**config.mk**
```make
export PLATFORM = sky130hd
export DESIGN_NAME = ext_bus_wait_ctrl
export DESIGN_NICKNAME = d
export VERILOG_FILES = /design/src/rtl/ewc_pkg.sv /design/src/rtl/ewc_decode.sv /design/src/rtl/ewc_datapath.sv /design/src/rtl/ewc_control.sv /design/src/rtl/ext_bus_wait_ctrl.sv
export SDC_FILE = /design/constraint.sdc
export NUM_CORES = 1
export LEC_CHECK = 0
export BUFFER_PORTS_ARGS = -buffer_cell sky130_fd_sc_hd__clkbuf_2
export CORE_MARGIN = 5
export CORE_UTILIZATION = 44
export DETAILED_ROUTE_END_ITERATION = 6
export MAX_ROUTING_LAYER = met4
export PLACE_DENSITY = 0.85
export SYNTH_ARGS = -nofsm -noshare
export SYNTH_HDL_FRONTEND = slang
export SYNTH_SLANG_ARGS = --single-unit
```
**constraint.sdc**
```tcl
create_clock -name clk -period 1.65 [get_ports clk]
set_input_delay 0.33 -clock clk [delete_from_list [all_inputs] [get_ports clk]]
set_output_delay 0.33 -clock clk [all_outputs]
set_load 0.02 [all_outputs]
```
**src/rtl/ewc_pkg.sv**
```systemverilog
package ewc_pkg;

  localparam int WAIT_W    = 4;
  localparam int MAX_WAITS = 10;

  typedef enum logic [2:0] {
    ST_IDLE,
    ST_T1,
    ST_T2,
    ST_TW,
    ST_T3
  } busState_t;

  typedef enum logic [1:0] {
    RGN_NONE,
    RGN_GEN,
    RGN_EXP,
    RGN_CARD
  } region_t;

  // strobes from control to datapath
  typedef struct packed {
    logic accept;
    logic decWait;
  } ctlStrobe_t;

  // status from datapath to control
  typedef struct packed {
    logic threeState;
    logic waitMode;
    logic waitZero;
    logic isWrite;
  } dpStatus_t;

  typedef struct packed {
    logic       threeState;
    logic       waitMode;
    logic [1:0] waitCount;
  } stdCfg_t;

  typedef struct packed {
    logic       threeState;
    logic       waitMode;
    logic       cardMode;
    logic [2:0] waitCode;
  } cardCfg_t;

  // memory-card code: 0..4 linear, then steps of two up to ten
  function automatic logic [WAIT_W-1:0] cardWaits(input logic [2:0] code);
    logic [WAIT_W-1:0] c;
    c = WAIT_W'(code);
    if (code <= 3'd4) return c;
    return WAIT_W'((c - WAIT_W'(2)) << 1);
  endfunction

endpackage

```
**src/rtl/ewc_decode.sv**
```systemverilog
module ewc_decode
  import ewc_pkg::*;
#(
  parameter int AW         = 24,
  parameter int GEN_SHIFT  = 22,
  parameter int GEN_BASE   = 1,
  parameter int EXP_BASE   = 8,
  parameter int CARD_SHIFT = 20,
  parameter int CARD_BASE  = 3
) (
  input  logic [AW-1:0] addr,
  output region_t       region
);

  localparam int EXP_SHIFT = 18;  // 256-kbyte window

  logic hitGen, hitExp, hitCard;

  always_comb begin
    hitGen  = (addr >> GEN_SHIFT)  == AW'(GEN_BASE);
    hitExp  = (addr >> EXP_SHIFT)  == AW'(EXP_BASE);
    hitCard = (addr >> CARD_SHIFT) == AW'(CARD_BASE);
    if (hitCard)      region = RGN_CARD;
    else if (hitExp)  region = RGN_EXP;
    else if (hitGen)  region = RGN_GEN;
    else              region = RGN_NONE;
  end

endmodule

```
**src/rtl/ewc_datapath.sv**
```systemverilog
module ewc_datapath
  import ewc_pkg::*;
(
  input  logic       clk,
  input  logic       rstN,
  input  logic       cfgWe,
  input  logic [1:0] cfgSel,
  input  logic [7:0] cfgWdata,
  input  region_t    region,
  input  logic       reqWrite,
  input  ctlStrobe_t ctl,
  output dpStatus_t  status
);

  stdCfg_t  genCfg, expCfg;
  cardCfg_t cardCfg;

  logic              effThree, effMode;
  logic [WAIT_W-1:0] effWaits;

  logic              snapThree, snapMode, snapWrite;
  logic [WAIT_W-1:0] waitLeft;

  // configuration registers
  always_ff @(posedge clk) begin
    if (!rstN) begin
      genCfg.threeState  <= 1'b1;
      genCfg.waitMode    <= 1'b0;
      genCfg.waitCount   <= 2'd3;
      expCfg.threeState  <= 1'b1;
      expCfg.waitMode    <= 1'b0;
      expCfg.waitCount   <= 2'd3;
      cardCfg.threeState <= 1'b1;
      cardCfg.waitMode   <= 1'b0;
      cardCfg.cardMode   <= 1'b0;
      cardCfg.waitCode   <= 3'd3;
    end else if (cfgWe) begin
      case (cfgSel)
        2'd0: begin
          genCfg.threeState <= cfgWdata[0];
          genCfg.waitMode   <= cfgWdata[1];
          genCfg.waitCount  <= cfgWdata[3:2];
        end
        2'd1: begin
          expCfg.threeState <= cfgWdata[0];
          expCfg.waitMode   <= cfgWdata[1];
          expCfg.waitCount  <= cfgWdata[3:2];
        end
        2'd2: begin
          cardCfg.threeState <= cfgWdata[0];
          cardCfg.waitMode   <= cfgWdata[1];
          cardCfg.cardMode   <= cfgWdata[2];
          cardCfg.waitCode   <= cfgWdata[5:3];
        end
        default: ;
      endcase
    end
  end

  // settings of the decoded region
  always_comb begin
    effThree = 1'b0;
    effMode  = 1'b0;
    effWaits = '0;
    case (region)
      RGN_GEN: begin
        effThree = genCfg.threeState;
        effMode  = genCfg.waitMode;
        effWaits = WAIT_W'(genCfg.waitCount);
      end
      RGN_EXP: begin
        effThree = expCfg.threeState;
        effMode  = expCfg.waitMode;
        effWaits = WAIT_W'(expCfg.waitCount);
      end
      RGN_CARD: begin
        effThree = cardCfg.threeState;
        effMode  = cardCfg.waitMode;
        effWaits = cardCfg.cardMode ? cardWaits(cardCfg.waitCode)
                                    : WAIT_W'(cardCfg.waitCode[1:0]);
      end
      default: ;
    endcase
    if (!effThree) begin
      effMode  = 1'b0;
      effWaits = '0;
    end
  end

  // per-access snapshot and wait counter
  always_ff @(posedge clk) begin
    if (!rstN) begin
      snapThree <= 1'b0;
      snapMode  <= 1'b0;
      snapWrite <= 1'b0;
      waitLeft  <= '0;
    end else if (ctl.accept) begin
      snapThree <= effThree;
      snapMode  <= effMode;
      snapWrite <= reqWrite;
      waitLeft  <= effWaits;
    end else if (ctl.decWait) begin
      waitLeft  <= waitLeft - WAIT_W'(1);
    end
  end

  always_comb begin
    status.threeState = snapThree;
    status.waitMode   = snapMode;
    status.waitZero   = (waitLeft == '0);
    status.isWrite    = snapWrite;
  end

  assert_no_underflow_R2: assert property (@(posedge clk) disable iff (!rstN)
    ctl.decWait |-> waitLeft != '0);

  assert_wait_bound_R4: assert property (@(posedge clk) disable iff (!rstN)
    waitLeft <= WAIT_W'(MAX_WAITS));

endmodule

```
**src/rtl/ewc_control.sv**
```systemverilog
module ewc_control
  import ewc_pkg::*;
(
  input  logic       clk,
  input  logic       rstN,
  input  logic       reqValid,
  input  logic       waitIn,
  input  dpStatus_t  status,
  output ctlStrobe_t ctl,
  output logic       rdStrobe,
  output logic       wrStrobe,
  output logic       done
);

  busState_t state, stateNext;
  logic      phase, phaseNext;
  logic      strobe;

  // decision at the end of T2 or a Tw in a 3-state access
  function automatic busState_t afterWait(input dpStatus_t s, input logic w);
    if (!s.waitZero)          return ST_TW;
    if (s.waitMode && w)      return ST_TW;
    return ST_T3;
  endfunction

  always_comb begin
    stateNext   = state;
    phaseNext   = phase;
    ctl.accept  = 1'b0;
    ctl.decWait = 1'b0;
    if (state == ST_IDLE) begin
      if (reqValid) begin
        ctl.accept = 1'b1;
        stateNext  = ST_T1;
        phaseNext  = 1'b0;
      end
    end else if (!phase) begin
      phaseNext = 1'b1;
    end else begin
      phaseNext = 1'b0;
      case (state)
        ST_T1: stateNext = ST_T2;
        ST_T2, ST_TW: begin
          if (state == ST_T2 && !status.threeState) begin
            stateNext = ST_IDLE;
          end else begin
            stateNext   = afterWait(status, waitIn);
            ctl.decWait = !status.waitZero;
          end
        end
        default: stateNext = ST_IDLE;
      endcase
    end
  end

  always_ff @(posedge clk) begin
    if (!rstN) begin
      state <= ST_IDLE;
      phase <= 1'b0;
    end else begin
      state <= stateNext;
      phase <= phaseNext;
    end
  end

  always_comb begin
    strobe   = (state == ST_T1 && phase) || state == ST_T2 ||
               state == ST_TW || state == ST_T3;
    done     = phase && ((state == ST_T2 && !status.threeState) ||
                         state == ST_T3);
    rdStrobe = strobe && !status.isWrite;
    wrStrobe = strobe && status.isWrite;
  end

  assert_tw_three_R1: assert property (@(posedge clk) disable iff (!rstN)
    state == ST_TW |-> status.threeState);

  assert_strobe_excl_R6: assert property (@(posedge clk) disable iff (!rstN)
    !(rdStrobe && wrStrobe));

  assert_strobe_hold_R6: assert property (@(posedge clk) disable iff (!rstN)
    (rdStrobe || wrStrobe) && !done |=> (rdStrobe || wrStrobe));

  assert_done_pulse_R7: assert property (@(posedge clk) disable iff (!rstN)
    done |=> !done);

  assert_idle_quiet_R11: assert property (@(posedge clk) disable iff (!rstN)
    state == ST_IDLE |-> !rdStrobe && !wrStrobe && !done);

endmodule

```
**src/rtl/ext_bus_wait_ctrl.sv**
```systemverilog
module ext_bus_wait_ctrl
  import ewc_pkg::*;
#(
  parameter int AW         = 24,
  parameter int GEN_SHIFT  = 22,
  parameter int GEN_BASE   = 1,
  parameter int EXP_BASE   = 8,
  parameter int CARD_SHIFT = 20,
  parameter int CARD_BASE  = 3
) (
  input  logic          clk,
  input  logic          rstN,
  input  logic          cfgWe,
  input  logic [1:0]    cfgSel,
  input  logic [7:0]    cfgWdata,
  input  logic          reqValid,
  input  logic [AW-1:0] reqAddr,
  input  logic          reqWrite,
  input  logic          waitIn,
  output logic          rdStrobe,
  output logic          wrStrobe,
  output logic          done
);

  region_t    region;
  ctlStrobe_t ctl;
  dpStatus_t  status;

  ewc_decode #(
    .AW(AW), .GEN_SHIFT(GEN_SHIFT), .GEN_BASE(GEN_BASE),
    .EXP_BASE(EXP_BASE), .CARD_SHIFT(CARD_SHIFT), .CARD_BASE(CARD_BASE)
  ) u_decode (
    .addr   (reqAddr),
    .region (region)
  );

  ewc_datapath u_datapath (
    .clk      (clk),
    .rstN     (rstN),
    .cfgWe    (cfgWe),
    .cfgSel   (cfgSel),
    .cfgWdata (cfgWdata),
    .region   (region),
    .reqWrite (reqWrite),
    .ctl      (ctl),
    .status   (status)
  );

  ewc_control u_control (
    .clk      (clk),
    .rstN     (rstN),
    .reqValid (reqValid),
    .waitIn   (waitIn),
    .status   (status),
    .ctl      (ctl),
    .rdStrobe (rdStrobe),
    .wrStrobe (wrStrobe),
    .done     (done)
  );

endmodule

```
-- Word level (Yosys, flattened, before mapping)
Cells that the tools add are included.
- output and inout port bits: 3
- bits in registers: 25
- logic and storage cells: 99
- bits of input ports: 40
- equal/unequal tests: 13
- add/subtract/negate cells: 2
- mux-type cells: 44
- reductions and logical operators: 23
- order comparisons: 1
- operator list (kind ; number):
    1-bit two-way mux ; 24
    3-bit two-way mux ; 8
    4-bit two-way mux ; 6
    4-bit one-hot mux with 3 select lines ; 1
    2-bit AND reduction ; 4
    2-bit by 1-bit equality test with 1-bit output (second input constant) ; 3
    2-bit equality test (second input constant) ; 3
    3-bit by 2-bit equality test with 1-bit output (second input constant) ; 2
    6-bit by 4-bit equality test with 1-bit output (second input constant) ; 1
    1-bit logical AND ; 6
    1-bit one-hot mux with 3 select lines ; 2
    3-bit one-hot mux with 2 select lines ; 1
    4-bit by 2-bit equality test with 1-bit output (second input constant) ; 1
    4-bit logical NOT ; 1
    1-bit logical OR ; 4
    2-bit two-way mux ; 2
    2-bit nonzero test ; 2
    4-bit by 1-bit subtractor with 4-bit output (second input constant) ; 1
    3-bit by 1-bit equality test with 1-bit output (second input constant) ; 1
    3-bit equality test (second input constant) ; 1
    3-bit less-or-equal comparator (second input constant) ; 1
    1-bit logical NOT ; 3
    3-bit logical NOT ; 1
    3-bit by 2-bit subtractor with 3-bit output (second input constant) ; 1
    3 further kinds ; 3

-- Longest topological paths before layout
Gate-level depths: netlist (run 1).
- depth after elaboration: 17
- gate-level depth with buffers: 7
- depth with buffers taken out: 7

-- Modules after synthesis
From an unflattened synthesis (run 1), not the netlist that was laid out.
- cells, all modules: 143
- area, all modules: 1336.3 um^2
- by module, submodules not included (module ; times used ; seq. area each (um^2) ; cells each ; area each (um^2)):
    ewc_datapath ; 1 ; 420.4 ; 103 ; 999.7
    ewc_control ; 1 ; 80.1 ; 35 ; 310.3
    ewc_decode ; 1 ; 0.0 ; 5 ; 26.3

-- Worst setup path after synthesis (run 1)
OpenSTA, ideal clock, no wires.
- path type: register -> register
- start point: register u_control.state[2]
- end point: register u_datapath.waitLeft[2]
- path slack: -0.067 ns
- data arrival time: 1.658 ns
- clock period less this slack: 1.717 ns
- cell stages (with the launch flop): 8
- path buffers: 2
- cells stage by stage: dfxtp_1 -> buf_6 -> or4b_4 -> buf_6 -> nor2_4 -> o221ai_2 -> nor4_2 -> o31a_1
- cells in the longest elaborated chain, start to end: 7
- elaborated cells between the ends (all ways): 12
- RTL lines (what ; line ; RTL):
    start, declared ; ewc_control.sv:15 ; busState_t state, stateNext;
    start signal, assigned ; ewc_control.sv:61 ; state <= stateNext;
    3-bit by 2-bit equality test with 1-bit output ; ewc_control.sv:41, ewc_control.sv:44 ;
    1-bit logical AND ; ewc_control.sv:44 ; if (state == ST_T2 && !status.threeState) begin
    1-bit two-way mux ; ewc_control.sv:44 ;
    1-bit two-way mux ; ewc_control.sv:41 ; case (state)
    1-bit two-way mux ; ewc_control.sv:37 ; end else if (!phase) begin
    1-bit two-way mux ; ewc_control.sv:31 ; if (state == ST_IDLE) begin
    2-bit nonzero test (no source line) ; -- ;
    end signal, assigned ; ewc_datapath.sv:101 ; waitLeft <= effWaits;
    end signal, assigned ; ewc_datapath.sv:103 ; waitLeft <= waitLeft - WAIT_W'(1);
    end, declared ; ewc_datapath.sv:22 ; logic [WAIT_W-1:0] waitLeft;
Several ways; a longest one is shown, not always the timed one.
A chain may end at the register's enable or synchronous reset.

-- Worst setup path in the final report (run 1)
- start point: register u_control.state[0]
- end point: output rdStrobe
- cells in the longest elaborated chain, start to end: 6
- elaborated cells between the ends (all ways): 9
- RTL lines (what ; line ; RTL):
    3-bit by 1-bit equality test with 1-bit output ; ewc_control.sv:67 ; strobe = (state == ST_T1 && phase) || state == ST_T2 ||
    1-bit logical AND ; ewc_control.sv:67 ;
    1-bit logical OR (2 in series) ; ewc_control.sv:67 ;
    1-bit logical OR (*) ; ewc_control.sv:68 ; state == ST_TW || state == ST_T3;
    1-bit logical AND (*) ; ewc_control.sv:71 ; rdStrobe = strobe && !status.isWrite;
    end, declared ; ext_bus_wait_ctrl.sv:20 ; output logic rdStrobe,
Mark *: on every way between the ends. The rest lies on a longest branch, timed or not.

==> impl_metrics.json, run 1 <==
{
  "crit_fanout": 3,
  "worst_slack_ps": -74.2,
  "slew_headroom_pct": 70.6,
  "clk_pin_slew_worst_paths_ps": 140,
  "worstMarginPinSlew_ps": 440,
  "wl_per_cell_um": 13.6,
  "antenna_found_initial": 0,
  "portBuffers": 22,
  "hold_violations": 0,
  "dr_total_vias": 1227,
  "required_ps": 1320,
  "hold_depth": 3,
  "ant_nets": 0,
  "slowest_stage": "dfxtp_2",
  "critPathLaunchType": "register",
  "rsz0062_at_grt": "true",
  "drt-total-wl_um": 3110,
  "fin_crit_sh_pct": 104,
  "met3_length_um": 116,
  "netlist-cell-type-count": 36,
  "drtIter0Drc": 53,
  "final_cell_mix": "buf_4 (23), dfxtp_1 (22), nor2_1 (20), nand2_1 (20), clkbuf_2 (19)",
  "post-route-util_pct": 62.6,
  "crit_type": "register to output pin",
  "final_common_cell": "buf_4",
  "syn_avg_cell_area_um2": 8.61,
  "num-fill-cells": 244,
  "dp_cells": 218,
  "grt_max_degree": 15,
  "nets": 240,
  "ys_ff_latch": 25,
  "top_layer_used": "met4",
  "wl_met1_um": 1270,
  "crit_family": "flip-flops",
  "std_cell_rows": 19,
  "yosysTopAreaCell": "dfxtp_1",
  "p_leak_nw": 0.798,
  "drc": 0,
  "crit_chain": "or2_4 > a221oi_2 > buf_4",
  "cts_max_level": 1,
  "clkSinkCount": 25,
  "synthFlopType": "dfxtp_1",
  "drive_gt1_share_pct": 39.9,
  "synth.net_count": 192,
  "coreArea_um2": 2810,
  "async_reset_ff_share_pct": 0,
  "holdWs_ps": 209,
  "first_pass_iters": 4,
  "cts_buffers": 3,
  "worstSkewPairLatency_ps": 330,
  "synthCells": 151,
  "gr-usage-all-layers_pct": 15.7,
  "powerDensity_nw_per_um2": 657,
  "outcome": "complete, but fails checks",
  "synth_area_um2": 1300,
  "initial_core_util_pct": 46.3,
  "arrival_ps": 1390,
  "synth_warnings": 0,
  "hp-class": "input pin to register",
  "path_buf_inv": 1,
  "area_growth_pct": 35.0,
  "slew_violations": 0,
  "synthTopCellsByArea": "dfxtp_1 (38%), mux2i_1 (11%), nand2_1 (6.1%)",
  "violations": "negative setup slack",
  "dp_slack_ps": -183,
  "worst-path-stages": 3,
  "grt_pass1_vias": 1235,
  "die_w_um": 64.4,
  "crit_path_max_incr_delay_ps": 350,
  "dr_wl_met2_um": 1700,
  "fin_skew_ps": 7.62,
  "setup_viol": 4,
  "fmax_mhz": 580,
  "cts_root_buf": "clkbuf_4",
  "diodes": 0,
  "clk_path_buf_depth": 2,
  "place.gp.congestion": 0.791,
  "maxCapViolations": 0,
  "die_y_um": 64.4,
  "cts_tree": "built",
  "r2r_cells": 6,
  "cts_hold_buf": 0,
  "critPathCaptureType": "output pin",
  "total_power_mw": 1.15,
  "ir_drop_uv": 604,
  "grt_overflow": 0,
  "synth-edff-count": 0,
  "dieArea_um2": 4140,
  "synth_top_area_share_pct": 38.5,
  "io_pins": 43,
  "yosysSeqAreaShare_pct": 38.5,
  "min_period_ps": 1720,
  "via_per_inst": 5.36,
  "instances_no_fill": 229,
  "place.detailed.hpwl_um": 2130,
  "grt_pass1_wl_um": 5110
}
metrics by stage:
stage / cell area, um2 / TNS, ps
6_report: 1760 / -230
5_1_grt: 1760 / -654
4_1_cts: 1680 / -377
3_5_place_dp: 1570 / -748
3_3_place_gp: 1570 / -727
2_1_floorplan: 1310 / -32.9
layer usage:
layer / GRT usage, % / up-vias
met5: - / -
met4: 5.80 / 0
met3: 4.38 / 2
met2: 28.0 / 20
met1: 16.6 / 576
li1: - / 629
synth_stat cells, types with 2 or more instances:
master,n
nor2b_1,4
o21ai_0,2
nand3_1,4
nor2_1,21
and3_1,3
nand3b_1,2
buf_6,2
clkbuf_1,2
nand2_1,21
a221oi_1,3
nor3_1,3
nor3b_1,2
inv_1,9
o21a_1,2
mux2i_1,14
a21oi_1,10
dfxtp_1,25
o31a_1,3
a22oi_1,2
what timing repair did:
action	4_1_cts	5_1_grt
pin swaps	8	7
setup buffers	5	3
gates resized for setup	16	16
setup endpoints to repair	7	10
final cells by class:
| cell class | instances | area, um2 | share of cell area (%) |
|---|---|---|---|
| clock buffer | 3 | 22.5 | 1.28 |
| clock inverter | 1 | 5.00 | 0.285 |
| inverter | 9 | 33.8 | 1.92 |
| multi-input combinational | 113 | 827 | 47.1 |
| sequential | 25 | 504 | 28.7 |
| tap | 31 | 38.8 | 2.21 |
| timing repair buffer | 47 | 324 | 18.5 |
flip-flops by register name, summed over array words and instances, names as in the netlist:
name,count
u_datapath.waitLeft,4
u_datapath.snapMode,1
u_datapath.snapThree,1
u_datapath.genCfg,4
u_control.state,3
u_control.phase,1
u_datapath.cardCfg,6
u_datapath.expCfg,4
u_datapath.snapWrite,1
logic make-up (layout without fill, tap and decap cells):
family                     count (synthesis)  after routing  share of synthesized area [%]
AOI/OAI and AO/OA                         27             27                           14.8
DFF                                       25             25                           38.5
muxes                                     15             15                           11.6
and+or+nand+nor                           70             70                           29.2
buffers and inverters                     13             60                           4.91
adders and majority gates                  1              1                          0.962
worst paths after layout:
check	start	endpoint	slack, ps
setup reg to reg	u_control.state[0]	u_datapath.waitLeft[2]	-40
hold reg to reg	u_datapath.expCfg[3]	u_datapath.expCfg[3]	500
hold / removal	reqWrite	u_datapath.snapWrite	210
setup / recovery	u_control.state[0]	rdStrobe	-70
worst min-delay path, delay by kind of cell:
| family | cells | cell delay [ps] |
|---|---|---|
| AND/OR/NAND/NOR | 1 | 50 |
| buffers and inverters | 1 | 80 |
| AO/OA/AOI/OAI | 1 | 50 |
power breakdown:
part           switching, mW  internal, mW  leakage [nW]
registers             0.0152         0.626         0.205
logic                  0.116         0.114         0.576
clock network          0.190        0.0912        0.0177
total                  0.321         0.831         0.798
Power figures use the tool's default switching activity.
==> run 2: changes to the inputs <==
Settings changed: CORE_MARGIN 5 to default.
==> impl_metrics.json, run 2 (synthesized netlist as in run 1, its figures left out) <==
{
  "worstSkewPairLatency_ps": 330,
  "slew_violations": 0,
  "std_cell_rows": 19,
  "powerDensity_nw_per_um2": 677,
  "grt_max_degree": 17,
  "slowest_stage": "dfxtp_2",
  "p_leak_nw": 0.765,
  "die_y_um": 56.4,
  "gr-usage-all-layers_pct": 18.7,
  "fin_crit_sh_pct": 103,
  "holdWs_ps": 208,
  "clkSinkCount": 25,
  "crit_path_max_incr_delay_ps": 360,
  "regMostFlops": "u_datapath.cardCfg",
  "initial_core_util_pct": 46.7,
  "rsz0062_at_grt": "true",
  "total_power_mw": 1.16,
  "crit_fanout": 6,
  "die_w_um": 56.4,
  "final_cell_mix": "dfxtp_1 (21), nor2_1 (20), nand2_1 (20)",
  "nets": 234,
  "place.detailed.hpwl_um": 2040,
  "critPathLaunchType": "register",
  "drive_gt1_share_pct": 38.0,
  "worst_slack_ps": -44.3,
  "ir_drop_uv": 771,
  "dr_total_vias": 1199,
  "arrival_ps": 1360,
  "critPathCaptureType": "output pin",
  "coreArea_um2": 2780,
  "wl_per_cell_um": 12.4,
  "crit_chain": "buf_6 > nor3_4 > a21oi_2 > nor3b_1 > buf_4",
  "drc": 0,
  "dp_slack_ps": -230,
  "post-route-util_pct": 61.8,
  "setup_viol": 5,
  "placed_area_um2": 1540,
  "instances_no_fill": 223,
  "crit_type": "register to output pin",
  "via_per_inst": 5.38,
  "hold_violations": 0,
  "clk_path_buf_depth": 2,
  "ant_nets": 0,
  "antenna_found_initial": 0,
  "fmax_mhz": 590,
  "grt_pass1_vias": 1113,
  "cts_hold_buf": 0,
  "largest_reg_flops": 6,
  "min_period_ps": 1690,
  "num-fill-cells": 254,
  "first_pass_iters": 4,
  "cts_root_buf": "clkbuf_4",
  "fin_skew_ps": 10.5,
  "portBuffers": 22,
  "slew_headroom_pct": 69.8,
  "clk_pin_slew_worst_paths_ps": 150,
  "diodes": 0,
  "path_buf_inv": 2,
  "design_area_um2": 1720,
  "outcome": "complete, but fails checks",
  "grt_pass1_wl_um": 4610,
  "area_growth_pct": 32.1,
  "io_pins": 43,
  "required_ps": 1320,
  "hp-class": "input pin to register",
  "drtIter0Drc": 42,
  "drt-total-wl_um": 2760,
  "place.gp.congestion": 0.780,
  "cts_max_level": 1,
  "grt_overflow": 0,
  "cts_tree": "built",
  "dp_cells": 215,
  "dieArea_um2": 3180,
  "cts_buffers": 3,
  "violations": "negative setup slack",
  "crit_family": "flip-flops",
  "final_common_cell": "dfxtp_1",
  "finalSetupTns_ps": -195,
  "worstMarginPinSlew_ps": 452,
  "maxCapViolations": 0
}
[run 2: changes by cell type in the layout (fill, tap and decap cells not counted), sizes merged]
cell	change
inv	+1
buf	-6
clkinv	-1
[run 2: where the power goes]
group,internal (mW),total (mW),switching [mW]
clock,0.0988,0.297,0.198
sequential,0.626,0.642,0.0159
combinational,0.111,0.224,0.114
total,0.835,1.16,0.327
[run 2: tightest hold or removal path, stage by stage]
cell      delay, ps
clkbuf_2         80
mux2i_1          50
nand2_1          60
[run 2: final timing paths]
path / slack [ps] / endpoint / start / cells past startpoint
hold / removal: 210 / u_datapath.cardCfg[1] / cfgWdata[4] / 3
setup reg to reg: -40 / u_datapath.waitLeft[1] / u_control.state[0] / 7
setup / recovery: -40 / done / u_control.state[2] / 5
hold reg to reg: 500 / u_datapath.snapMode / u_datapath.snapMode / 2
[run 2: area by class of cell]
cell class                      instances  area (um2)  area share (%)
Clock buffer                            3        22.5            1.31
Clock inverter                          1        8.76           0.510
Inverter                                9        33.8            1.97
Multi-Input combinational cell        113         830            48.3
Sequential cell                        25         505            29.4
Tap cell                               31        38.8            2.26
Timing Repair Buffer                   41         279            16.2
[run 2: timing repair]
action	CTS	global route
pin swaps	8	5
endpoints found under the setup margin	5	10
gates resized for setup	15	18
setup buffers	4	1
[run 2: per-layer routing]
| metal | track usage [%] | vias to the layer above | routed length, um |
|---|---|---|---|
| met3 | 4.15 | 0 | 77 |
| met2 | 35.0 | 21 | 1450 |
| li1 | - | 620 | - |
| met4 | 2.09 | 0 | 0 |
| met1 | 20.7 | 558 | 1230 |
| met5 | - | - | 0 |
